$ cat src/rtl/fcc_pkg.sv
package fcc_pkg;
  typedef enum logic [1:0] {
    ACQ_MUON  = 2'd0,
    ACQ_PED   = 2'd1,
    ACQ_LASER = 2'd2
  } acq_mode_t;

  typedef enum logic [1:0] {
    ST_IDLE  = 2'd0,
    ST_CAP   = 2'd1,
    ST_FLUSH = 2'd2
  } seq_state_t;

  localparam int SLOT_W = 16;
endpackage

$ cat src/rtl/fcc_len_regs.sv
module fcc_len_regs #(
  parameter int LEN_W     = 16,
  parameter int RST_MUON  = 64,
  parameter int RST_PED   = 16,
  parameter int RST_LASER = 32
) (
  input  logic             clk,
  input  logic             rst,
  input  logic             we,
  input  logic [1:0]       sel,
  input  logic [LEN_W-1:0] wdata,
  input  logic [1:0]       rd_sel,
  output logic [LEN_W-1:0] rd_len
);
  localparam int NREG = 3;

  logic [LEN_W-1:0] len_q [NREG];

  for (genvar g = 0; g < NREG; g++) begin : g_reg
    localparam int RV = (g == 0) ? RST_MUON : (g == 1) ? RST_PED : RST_LASER;
    always_ff @(posedge clk) begin
      if (rst) begin
        len_q[g] <= LEN_W'(RV);
      end else if (we && (sel == 2'(g)) && (wdata != '0)) begin
        len_q[g] <= wdata;
      end
    end
  end

  always_comb begin
    case (rd_sel)
      2'd1:    rd_len = len_q[1];
      2'd2:    rd_len = len_q[2];
      default: rd_len = len_q[0];
    endcase
  end
endmodule

$ cat src/rtl/fcc_packer.sv
module fcc_packer #(
  parameter int SAMPLE_W = 12,
  parameter int LANES    = 4
) (
  input  logic                      clk,
  input  logic                      rst,
  input  logic                      beat_valid,
  input  logic                      pack_mode,
  input  logic                      flush,
  input  logic [LANES*SAMPLE_W-1:0] lane_data,
  output logic                      emit_now,
  output logic                      out_valid,
  output logic [16*LANES-1:0]       out_data
);
  localparam int OUT_W = fcc_pkg::SLOT_W * LANES;
  localparam int IN_W  = SAMPLE_W * LANES;
  localparam int ACC_W = 2 * OUT_W;
  localparam int CW    = $clog2(ACC_W) + 1;

  logic [ACC_W-1:0] acc_q, acc_ins, acc_n;
  logic [CW-1:0]    fill_q, fill_sum;
  logic [OUT_W-1:0] padded;

  for (genvar g = 0; g < LANES; g++) begin : g_pad
    assign padded[fcc_pkg::SLOT_W*g +: fcc_pkg::SLOT_W] =
      {{(fcc_pkg::SLOT_W-SAMPLE_W){1'b0}}, lane_data[SAMPLE_W*g +: SAMPLE_W]};
  end

  always_comb begin
    acc_ins  = {{(ACC_W-IN_W){1'b0}}, lane_data} << fill_q;
    acc_n    = acc_q | acc_ins;
    fill_sum = fill_q + CW'(IN_W);
    emit_now = 1'b0;
    if (beat_valid) begin
      emit_now = pack_mode ? (fill_sum >= CW'(OUT_W)) : 1'b1;
    end else if (flush) begin
      emit_now = (fill_q != '0);
    end
  end

  always_ff @(posedge clk) begin
    if (rst) begin
      acc_q     <= '0;
      fill_q    <= '0;
      out_valid <= 1'b0;
      out_data  <= '0;
    end else begin
      out_valid <= emit_now;
      if (beat_valid && pack_mode) begin
        if (emit_now) begin
          out_data <= acc_n[OUT_W-1:0];
          acc_q    <= acc_n >> OUT_W;
          fill_q   <= fill_sum - CW'(OUT_W);
        end else begin
          acc_q  <= acc_n;
          fill_q <= fill_sum;
        end
      end else if (beat_valid) begin
        out_data <= padded;
      end else if (flush) begin
        if (fill_q != '0) out_data <= acc_q[OUT_W-1:0];
        acc_q  <= '0;
        fill_q <= '0;
      end
    end
  end
endmodule

$ cat src/rtl/fcc_fill_fifo.sv
module fcc_fill_fifo #(
  parameter int DEPTH = 4,
  parameter int LEN_W = 16
) (
  input  logic                       clk,
  input  logic                       rst,
  input  logic                       push,
  input  logic [1:0]                 push_mode,
  input  logic                       fin,
  input  logic [LEN_W-1:0]           fin_words,
  input  logic                       pop,
  output logic                       full,
  output logic [$clog2(DEPTH+1)-1:0] count,
  output logic [LEN_W-1:0]           head_words,
  output logic [1:0]                 head_mode
);
  localparam int PW = $clog2(DEPTH);
  localparam int CW = $clog2(DEPTH + 1);

  logic [LEN_W-1:0] mem_words [DEPTH];
  logic [1:0]       mem_mode  [DEPTH];
  logic [PW-1:0]    wr_ptr, rd_ptr, last_ptr;

  function automatic logic [PW-1:0] bump(input logic [PW-1:0] p);
    return (p == PW'(DEPTH - 1)) ? '0 : p + 1'b1;
  endfunction

  always_ff @(posedge clk) begin
    if (push) mem_mode[wr_ptr] <= push_mode;
    if (fin)  mem_words[last_ptr] <= fin_words;
  end

  always_ff @(posedge clk) begin
    if (rst) begin
      wr_ptr   <= '0;
      rd_ptr   <= '0;
      last_ptr <= '0;
      count    <= '0;
    end else begin
      if (push) begin
        last_ptr <= wr_ptr;
        wr_ptr   <= bump(wr_ptr);
      end
      if (pop) rd_ptr <= bump(rd_ptr);
      case ({push, pop})
        2'b10:   count <= count + 1'b1;
        2'b01:   count <= count - 1'b1;
        default: count <= count;
      endcase
    end
  end

  assign full       = (count == CW'(DEPTH));
  assign head_words = mem_words[rd_ptr];
  assign head_mode  = mem_mode[rd_ptr];
endmodule

$ cat src/rtl/fill_capture_ctrl.sv
module fill_capture_ctrl #(
  parameter int SAMPLE_W      = 12,
  parameter int LANES         = 4,
  parameter int LEN_W         = 16,
  parameter int FIFO_DEPTH    = 4,
  parameter int CNT_W         = 8,
  parameter int RST_LEN_MUON  = 64,
  parameter int RST_LEN_PED   = 16,
  parameter int RST_LEN_LASER = 32
) (
  input  logic                      clk,
  input  logic                      rst,
  input  logic                      cfg_we,
  input  logic [1:0]                cfg_sel,
  input  logic [LEN_W-1:0]          cfg_len,
  input  logic                      mode_valid,
  input  logic [1:0]                mode_sel,
  input  logic                      pack_en,
  input  logic                      trig,
  input  logic [LANES*SAMPLE_W-1:0] samp_in,
  output logic                      wr_valid,
  output logic [16*LANES-1:0]       wr_data,
  output logic                      fill_ready,
  output logic [LEN_W-1:0]          fill_words,
  output logic [1:0]                fill_mode,
  input  logic                      rd_req,
  output logic                      busy,
  output logic [CNT_W-1:0]          trig_err_cnt,
  output logic [CNT_W-1:0]          trig_drop_cnt
);
  import fcc_pkg::*;

  localparam int IN_W = SAMPLE_W * LANES;
  localparam int QCW  = $clog2(FIFO_DEPTH + 1);

  seq_state_t       state;
  logic [1:0]       mode_q;
  logic             pack_q;
  logic [LEN_W-1:0] remaining, beats, cur_len, len_now;
  logic             in_idle, capturing, accept, beat_valid, last_beat;
  logic             pack_now, flush, emit_now, fifo_full, pop;
  logic [QCW-1:0]   q_count;
  logic [IN_W-1:0]  lane_data;

  fcc_len_regs #(
    .LEN_W(LEN_W), .RST_MUON(RST_LEN_MUON),
    .RST_PED(RST_LEN_PED), .RST_LASER(RST_LEN_LASER)
  ) u_len (
    .clk(clk), .rst(rst), .we(cfg_we), .sel(cfg_sel), .wdata(cfg_len),
    .rd_sel(mode_q), .rd_len(cur_len)
  );

  assign in_idle    = (state == ST_IDLE);
  assign capturing  = !in_idle;
  assign accept     = trig && in_idle && !fifo_full;
  assign beat_valid = accept || (state == ST_CAP);
  assign flush      = (state == ST_FLUSH);
  assign len_now    = in_idle ? cur_len : remaining;
  assign last_beat  = (len_now <= LEN_W'(LANES));
  assign pack_now   = in_idle ? pack_en : pack_q;

  for (genvar g = 0; g < LANES; g++) begin : g_lane
    assign lane_data[SAMPLE_W*g +: SAMPLE_W] =
      (LEN_W'(g) < len_now) ? samp_in[SAMPLE_W*g +: SAMPLE_W] : '0;
  end

  fcc_packer #(.SAMPLE_W(SAMPLE_W), .LANES(LANES)) u_pack (
    .clk(clk), .rst(rst), .beat_valid(beat_valid), .pack_mode(pack_now),
    .flush(flush), .lane_data(lane_data), .emit_now(emit_now),
    .out_valid(wr_valid), .out_data(wr_data)
  );

  fcc_fill_fifo #(.DEPTH(FIFO_DEPTH), .LEN_W(LEN_W)) u_fifo (
    .clk(clk), .rst(rst), .push(accept), .push_mode(mode_q),
    .fin(flush), .fin_words(beats + LEN_W'(emit_now)), .pop(pop),
    .full(fifo_full), .count(q_count), .head_words(fill_words),
    .head_mode(fill_mode)
  );

  assign fill_ready = (q_count != '0) && !((q_count == QCW'(1)) && capturing);
  assign pop        = rd_req && fill_ready;
  assign busy       = fifo_full;

  always_ff @(posedge clk) begin
    if (rst) begin
      mode_q <= ACQ_MUON;
    end else if (mode_valid && (mode_sel != 2'd3)) begin
      mode_q <= mode_sel;
    end
  end

  always_ff @(posedge clk) begin
    if (rst) begin
      state     <= ST_IDLE;
      pack_q    <= 1'b0;
      remaining <= '0;
      beats     <= '0;
    end else begin
      if (beat_valid) remaining <= len_now - LEN_W'(LANES);
      if (accept) begin
        pack_q <= pack_en;
        beats  <= LEN_W'(emit_now);
      end else if (beat_valid || flush) begin
        beats <= beats + LEN_W'(emit_now);
      end
      case (state)
        ST_IDLE:  if (accept) state <= last_beat ? ST_FLUSH : ST_CAP;
        ST_CAP:   if (last_beat) state <= ST_FLUSH;
        ST_FLUSH: state <= ST_IDLE;
        default:  state <= ST_IDLE;
      endcase
    end
  end

  always_ff @(posedge clk) begin
    if (rst) begin
      trig_err_cnt  <= '0;
      trig_drop_cnt <= '0;
    end else begin
      if (trig && capturing && (trig_err_cnt != '1))
        trig_err_cnt <= trig_err_cnt + 1'b1;
      if (trig && in_idle && fifo_full && (trig_drop_cnt != '1))
        trig_drop_cnt <= trig_drop_cnt + 1'b1;
    end
  end
endmodule

$ cat config.mk
export PLATFORM = sky130hd
export DESIGN_NAME = fill_capture_ctrl
export DESIGN_NICKNAME = d
export VERILOG_FILES = /design/src/rtl/fcc_pkg.sv /design/src/rtl/fcc_len_regs.sv /design/src/rtl/fcc_packer.sv /design/src/rtl/fcc_fill_fifo.sv /design/src/rtl/fill_capture_ctrl.sv
export SDC_FILE = /design/constraint.sdc
export NUM_CORES = 1
export LEC_CHECK = 0
export BUFFER_PORTS_ARGS = -buffer_cell sky130_fd_sc_hd__buf_2
export CAP_MARGIN = 5
export CORE_MARGIN = 2
export CORE_UTILIZATION = 39
export DETAILED_ROUTE_END_ITERATION = 10
export SYNTH_ARGS = -nofsm -noshare
export SYNTH_HDL_FRONTEND = slang
export SYNTH_SLANG_ARGS = --single-unit
$ cat constraint.sdc
create_clock -name clk -period 7.1 [get_ports clk]
set_clock_uncertainty 0.15 [all_clocks]
set_input_delay 0.355 -clock clk [delete_from_list [all_inputs] [get_ports clk]]
set_output_delay 0.355 -clock clk [all_outputs]
set_load 0.05 [all_outputs]
# After elaboration in Yosys (flattened, before gate mapping)
# Memory sizes are Yosys's and may differ from the RTL's. A register that Yosys moved wholly into a read port is not among the register bits.
# Index checks and enable logic that the tools add are counted.
[word_totals] mem_count=3 wordCells=149 ff_bits=263 in_bits=75 out_inout_bits=101 mem_bits_rw=120
[memory_table] name="u_fifo.mem_words" depth=4 word_bits=16 rd=1 rd_clocked_by_memory_dff=1 write_ports=1 line="fcc_fill_fifo.sv:20" text="logic [LEN_W-1:0] mem_words [DEPTH];"
[memory_table] name="u_len.len_q" depth=3 word_bits=16 rd=3 rd_clocked_by_memory_dff=0 write_ports=3 line="fcc_len_regs.sv:17" text="logic [LEN_W-1:0] len_q [NREG];"
[memory_table] name="u_fifo.mem_mode" depth=4 word_bits=2 rd=1 rd_clocked_by_memory_dff=1 write_ports=1 line="fcc_fill_fifo.sv:21" text="logic [1:0] mem_mode [DEPTH];"
[classes] addsub=10 order_cmp=6 shifts=1 muxes=54 n_eq_ne=19 bitwise_logic=4 reduce_logical=36
[op_table] operator="$mux 128" count=4
[op_table] operator="$mux 64" count=5
[op_table] operator="$or 128x128->128" count=1
[op_table] operator="$shl 48x8->128" count=1
[op_table] operator="$mux 16" count=4
[op_table] operator="$mux 12" count=4
[op_table] operator="$lt 1x16->1 const A" count=2
[op_table] operator="$lt 2x16->1 const A" count=2
[op_table] operator="$mux 8" count=4
[op_table] operator="$pmux 16 s2" count=1
[op_table] operator="$mux 1" count=21
[op_table] operator="$mux 2" count=9
[op_table] operator="$logic_and 1x1->1" count=17
[op_table] operator="$add 16x1->16" count=1
[op_table] operator="$add 8x1->8 const B" count=2
[op_table] operator="$le 16x3->1 const B" count=1
[op_table] operator="$ne 8x8->1 const B" count=2
[op_table] operator="$reduce_bool 16->1" count=1
[op_table] operator="$sub 16x3->16 const B" count=1
[op_table] operator="$eq 2x2->1 const B" count=6
[op_table] operator="$reduce_bool 3->1" count=3
[op_table] operator="$add 8x6->8 const B" count=1
[op_table] operator="$eq 2x1->1 const B" count=4
[op_table] operator="$ge 8x7->1 const B" count=1
[op_table] operator="19 further kinds" count=32

# Logic depth before layout (Yosys ltp)
[logic_depth] depth_word=9 depth_mapped=23 ltp_nobuf=18

# Cells and area by module
# A second synthesis with hierarchy kept.
[unflattened] hier_cells=1986 area_unflattened_um2=18758.0
[modules_own_cells] mod="fcc_packer" n_inst=1 cells_per_inst=1199 area_each_um2=9863.2 seq_area_each_um2=3943.8
[modules_own_cells] mod="fill_capture_ctrl" n_inst=1 cells_per_inst=442 area_each_um2=3432.0 seq_area_each_um2=1061.0
[modules_own_cells] mod="fcc_fill_fifo" n_inst=1 cells_per_inst=150 area_each_um2=3178.0 seq_area_each_um2=2382.3
[modules_own_cells] mod="fcc_len_regs" n_inst=1 cells_per_inst=195 area_each_um2=2284.7 seq_area_each_um2=1441.4

# Worst setup path before layout
# No wires, ideal clock.
[synth_timing] path_kind="register to register" from="register u_pack.fill_q[4]" to="register beats[15]" synth_period_minus_slack_ps=4669 setup_time_ps=128 n_path_buf=5 slack_ps=2431 t_arrival_ps=4392 required_time_ps=6822 path_stages_with_launch=24 path_cell_list="dfxtp_1 > clkinv_1 > clkbuf_1 > clkbuf_1 > ha_1 > xnor2_1 > inv_1 > ha_1 > nand2_1 > or3_1 > o21ai_0 > inv_1 > clkbuf_1 > clkbuf_1 > buf_1 > ha_1 > nand3_1 > or2_1 > nor2_1 > nand3_1 > nor2_1 > nand3_1 > xor2_1 > nor2_1"
[synth_between] elab_chain_cells=5 elab_cells_between_ends=7 cone_classes="add/sub: 2; order compare: 1; mux: 3; reduce/logical: 1"
[synth_lines] item="from (decl)" line="fcc_packer.sv:21" text="logic [CW-1:0] fill_q, fill_sum;"
[synth_lines] item="from (signal assigned)" line="fcc_packer.sv:53" text="fill_q <= fill_sum - CW'(OUT_W);"
[synth_lines] item="from (signal assigned)" line="fcc_packer.sv:56" text="fill_q <= fill_sum;"
[synth_lines] item="$add 8x6->8" line="fcc_packer.sv:32" text="fill_sum = fill_q + CW'(IN_W);"
[synth_lines] item="$ge 8x7->1" line="fcc_packer.sv:35" text="emit_now = pack_mode ? (fill_sum >= CW'(OUT_W)) : 1'b1;"
[synth_lines] item="$mux 1" line="fcc_packer.sv:35"
[synth_lines] item="$mux 1 *" line="fcc_packer.sv:34" text="if (beat_valid) begin"
[synth_lines] item="named net emit_now" line="fill_capture_ctrl.sv:41" text="logic pack_now, flush, emit_now, fifo_full, pop;"
[synth_lines] item="$add 16x1->16 *" line="fill_capture_ctrl.sv:104" text="beats <= beats + LEN_W'(emit_now);"
[synth_lines] item="to (signal assigned)" line="fill_capture_ctrl.sv:102" text="beats <= LEN_W'(emit_now);"
[synth_lines] item="to (signal assigned)" line="fill_capture_ctrl.sv:104"
[synth_lines] item="to (decl)" line="fill_capture_ctrl.sv:39" text="logic [LEN_W-1:0] remaining, beats, cur_len, len_now;"
# Mark *: on every way through the listed nets, which the timed path passes. The rest lies on a longest branch.
# A chain may end at the register's enable or synchronous reset.

# Worst setup path in the final report
[layout_timing] from="register mode_q[0]" to="register u_pack.out_data[38]"
[layout_between] elab_chain_cells=9 elab_cells_between_ends=17 cone_classes="order compare: 4; eq/ne: 2; shift: 1; mux: 9; bitwise: 1"
[layout_lines] item="from (decl)" line="fill_capture_ctrl.sv:37" text="logic [1:0] mode_q;"
[layout_lines] item="from (signal assigned)" line="fill_capture_ctrl.sv:88" text="mode_q <= mode_sel;"
[layout_lines] item="$eq 2x2->1 or $eq 2x1->1 (tied branches)" line="fcc_len_regs.sv:31" text="case (rd_sel)"
[layout_lines] item="$pmux 16 s2 *" line="fcc_len_regs.sv:31"
[layout_lines] item="$mux 16 *" line="fill_capture_ctrl.sv:58" text="assign len_now = in_idle ? cur_len : remaining;"
[layout_lines] item="$lt 1x16->1 or $lt 2x16->1 (tied branches)" line="fill_capture_ctrl.sv:64" text="(LEN_W'(g) < len_now) ? samp_in[SAMPLE_W*g +: SAMPLE_W] : '0;"
[layout_lines] item="$mux 12" line="fill_capture_ctrl.sv:64"
[layout_lines] item="$shl 48x8->128" line="fcc_packer.sv:30" text="acc_ins = {{(ACC_W-IN_W){1'b0}}, lane_data} << fill_q;"
[layout_lines] item="$or 128x128->128" line="fcc_packer.sv:31" text="acc_n = acc_q | acc_ins;"
[layout_lines] item="$mux 64" line="fcc_packer.sv:50" text="if (emit_now) begin"
[layout_lines] item="$mux 64 *" line="fcc_packer.sv:49" text="if (beat_valid && pack_mode) begin"
[layout_lines] item="to (signal assigned)" line="fcc_packer.sv:51" text="out_data <= acc_n[OUT_W-1:0];"
[layout_lines] item="to (signal assigned)" line="fcc_packer.sv:59" text="out_data <= padded;"
[layout_lines] item="to (signal assigned)" line="fcc_packer.sv:61" text="if (fill_q != '0) out_data <= acc_q[OUT_W-1:0];"
[layout_lines] item="to (decl)" line="fcc_packer.sv:13" text="output logic [16*LANES-1:0] out_data"
# Mark *: on every way between the ends. The rest lies on a longest branch, timed or not. The select of a mux whose other input is x is not followed.

==> impl_metrics.tcl <==
set metrics [dict create \
    outcome "finished clean" \
    cpPeakStageDelay_ns 0.90 \
    final_common_cell "dfxtp_1" \
    drive_gt1_share_pct 15.99 \
    cts_tree "yes" \
    crit_path_frequent_cell "nand2_1" \
    fin_util_pct 46.21 \
    area_growth_pct 17.43 \
    dp.cells 2659 \
    syn-cell-area_sq_mm 0.01824 \
    yosys_warnings 0 \
    die_x_microns 220.3 \
    power.density_mw_per_mm2 323.4 \
    path_class "reg2reg" \
    fin_crit_ns 5.190 \
    cp_max_fo 31 \
    root_buffer "clkbuf_16" \
    multi_input_area_sq_mm 0.008755 \
    viasPerCell 6.213 \
    io_buffer_count 175 \
    core_area_sq_mm 0.04636 \
    num_antenna_cells 0 \
    yosysUniqueCellTypes 75 \
    r2r_slack_ns 1.91 \
    irDropWorstVdd_v 0.0001944 \
    finalCritPeriodShare_pct 73.09 \
    crit_chain "inv_1 -> ha_1 -> nor2b_1 -> nor3_1 -> a21oi_1 -> ha_1 -> nand2_1 -> nor3_1 -> nand2_1 -> nand2_1 -> o21ai_0 -> a21oi_1 -> o21ai_0" \
    numCtsBuffers 41 \
    rows 79 \
    clockBufferDepth 3 \
    grt_usage_pct 27.40 \
    num-fill-cells 4393 \
    cp-endpoint "u_pack.out_data[38]" \
    dieArea_sq_mm 0.04852 \
    r2r_cells 13 \
    clkSinkCount 381 \
    maxSlewHeadroom_pct 19.24 \
    start_util_pct 39.35 \
    grt_pass1_vias 16000 \
    cp-startpoint "mode_q[0]" \
    cellLeakagePower_nw 7.983 \
    crit_path_top_delay_cell "ha_1" \
    syn_inst 1970 \
    timing.final.max_slew_violations 0 \
    drc 0 \
    grt_overflow_total 0 \
    grt_pass1_wl_mm 100.8 \
    whs_ns 0.02243 \
    num-nets-final 2222 \
    worst_pin_slew_ns 1.211 \
    io_pins 176 \
    setup-violations-final 0 \
    antenna_left 0 \
    antenna_found_initial 0 \
    wire_per_inst_microns 24.60 \
    dr_total_vias 17140 \
    synth_edf_count 120 \
    postRouteWirelength_mm 67.88 \
    grt_max_degree 71 \
    max-cap-violations 0 \
    grt_setup_unrepaired "no" \
    seq_area_frac_synth_pct 48.40 \
    cp-end-kind "flip-flop" \
    insertion_delay_ns 0.58 \
    synth-seq-cells 381 \
    tns_ns 0 \
    avgSynthCellArea_sq_um 9.260 \
    cp-start-kind "flip-flop" \
    r2r_start "mode_q[0]" \
    final_cell_mix "dfxtp_1 (261), nand2_1 (219), buf_2 (174)" \
    synth_ff_type "dfxtp_1" \
    hold_class "in2reg" \
    hold_viol_final 0 \
    first_iter_violations 2193 \
    reg2reg_to "u_pack.out_data[38]" \
    dr.pass1.iters 8 \
    async_flop_share_pct 0 \
    seq_area_sq_mm 0.008828 \
    mappedNetlistNets 2069 \
    die_y_microns 220.3 \
    htreeDepth 2 \
    place.gp.congestion 1.003 \
    clk_pin_slew_ns 0.06 \
    hpwl_mm 45.87 \
    fin_cells 2759 \
    cp.required_ns 7.37 \
    max_freq_mhz 192.7 \
    cts_setup_buffers 0 \
    cp.arrival_ns 5.46 \
]
-- critical path: cells and delay by family, from the launching register on --
| family | cells | cell delay, ns |
|---|---|---|
| and+or+nand+nor | 6 | 2.09 |
| AOI/OAI and AO/OA | 4 | 1.16 |
| adders and majority gates | 2 | 1.13 |
| DFF | 1 | 0.44 |
| buffers and inverters | 1 | 0.07 |
-- flip-flops by register name, indices dropped and copies added, names as in the netlist, named ones only --
register and flops:
mode_q 2, u_fifo.rd_ptr 2, u_fifo.mem_mode 8, trig_drop_cnt 8, u_len.len_q 48, u_pack.out_valid 1
u_fifo.last_ptr 2, beats 16, trig_err_cnt 8, u_fifo.mem_words 64, u_pack.out_data 64, u_fifo.count 3
u_pack.acc_q 128, pack_q 1, remaining 16, state 2, u_fifo.wr_ptr 2, u_pack.fill_q 4
-- routing by layer --
layer  part of all wire, %  routed length, microns  vias to the layer above  GRT usage [%]
met4                   4.6                    3105                        0          12.10
met1                    42                   28760                     8303          37.79
met5                     0                       0                        -              0
met3                    10                    6872                      197          6.804
li1                      -                       -                     7693              -
met2                    43                   29140                      949          40.64
-- logic make-up after synthesis --
| kind of cell | count (synthesis) | share of synthesized area [%] |
|---|---|---|
| simple gates | 661 | 16.70 |
| mux | 35 | 3.183 |
| fa+ha+maj | 24 | 1.646 |
| flops | 381 | 48.40 |
| xor+xnor | 46 | 2.209 |
| buf+inv | 174 | 3.923 |
| compound gates | 649 | 23.95 |
-- how the worst min path moves through the flow --
stage | startpoint | endpoint | slack [ns] | depth (start not counted)
floorplan | u_pack.acc_q[93] | u_pack.acc_q[93] | 0.27 | 2
global placement | u_pack.acc_q[93] | u_pack.acc_q[93] | 0.28 | 2
detailed placement | u_pack.acc_q[93] | u_pack.acc_q[93] | 0.28 | 2
CTS | samp_in[19] | u_pack.out_data[23] | 0.002 | 3
global route | mode_valid | mode_q[0] | 0.02 | 3
finish | mode_valid | mode_q[0] | 0.02 | 3
-- synth_stat cells, drive strengths merged, types with 20 or more instances --
library cell    n  area, sq um
dfxtp         261         5225
nand2         219        822.0
nor2          168        630.6
a21oi         149        745.7
o21ai         127        635.6
edfxtp        120         3603
clkbuf        109        409.1
nand3          83        415.4
a22oi          51        382.9
and2           50        315.3
nor3           44        220.2
o22ai          43        269.0
a31oi          38        244.0
buf            33        186.4
a221oi         30        281.5
inv            30        112.6
a211oi         28        215.2
a222oi         26        260.3
xor2           26        227.7
ha             24        300.3
o211ai         23        172.7
and3           21        131.4
o31ai          20        150.1
xnor2          20        175.2
-- area by class of cell --
class                      count  share of cell area, %
clock buffer                  49                  5.117
clock inverter                23                  1.542
inverter                      32                 0.5607
multi-input combinational   1415                  40.87
sequential                   381                  41.22
tap                          607                  3.546
timing repair buffer         252                  7.150
-- timing repair --
item	4_1_cts	5_1_grt
hold buffers	27	0
endpoints found under the hold margin	59	0
gates resized for setup	0	0
-- where the power goes --
part | switching, mW | total, mW | internal (mW) | leakage, nW
combinational | 1.47 | 2.05 | 0.580 | 4.07
clock | 0.927 | 2.32 | 1.39 | 0.702
sequential | 0.131 | 2.55 | 2.42 | 3.21
total | 2.53 | 6.93 | 4.40 | 7.98
-- metrics by stage --
step	total power, mW	instance area [sq um]	setup slack, ns
2_1_floorplan	3.929	18240	2.431
3_3_place_gp	4.567	19710	2.316
4_1_cts	6.911	21410	2.111
3_5_place_dp	4.590	19710	2.120
6_report	6.927	21420	1.910
5_1_grt	7.163	21420	1.630
No activity file was read; power rests on OpenSTA's default activity.
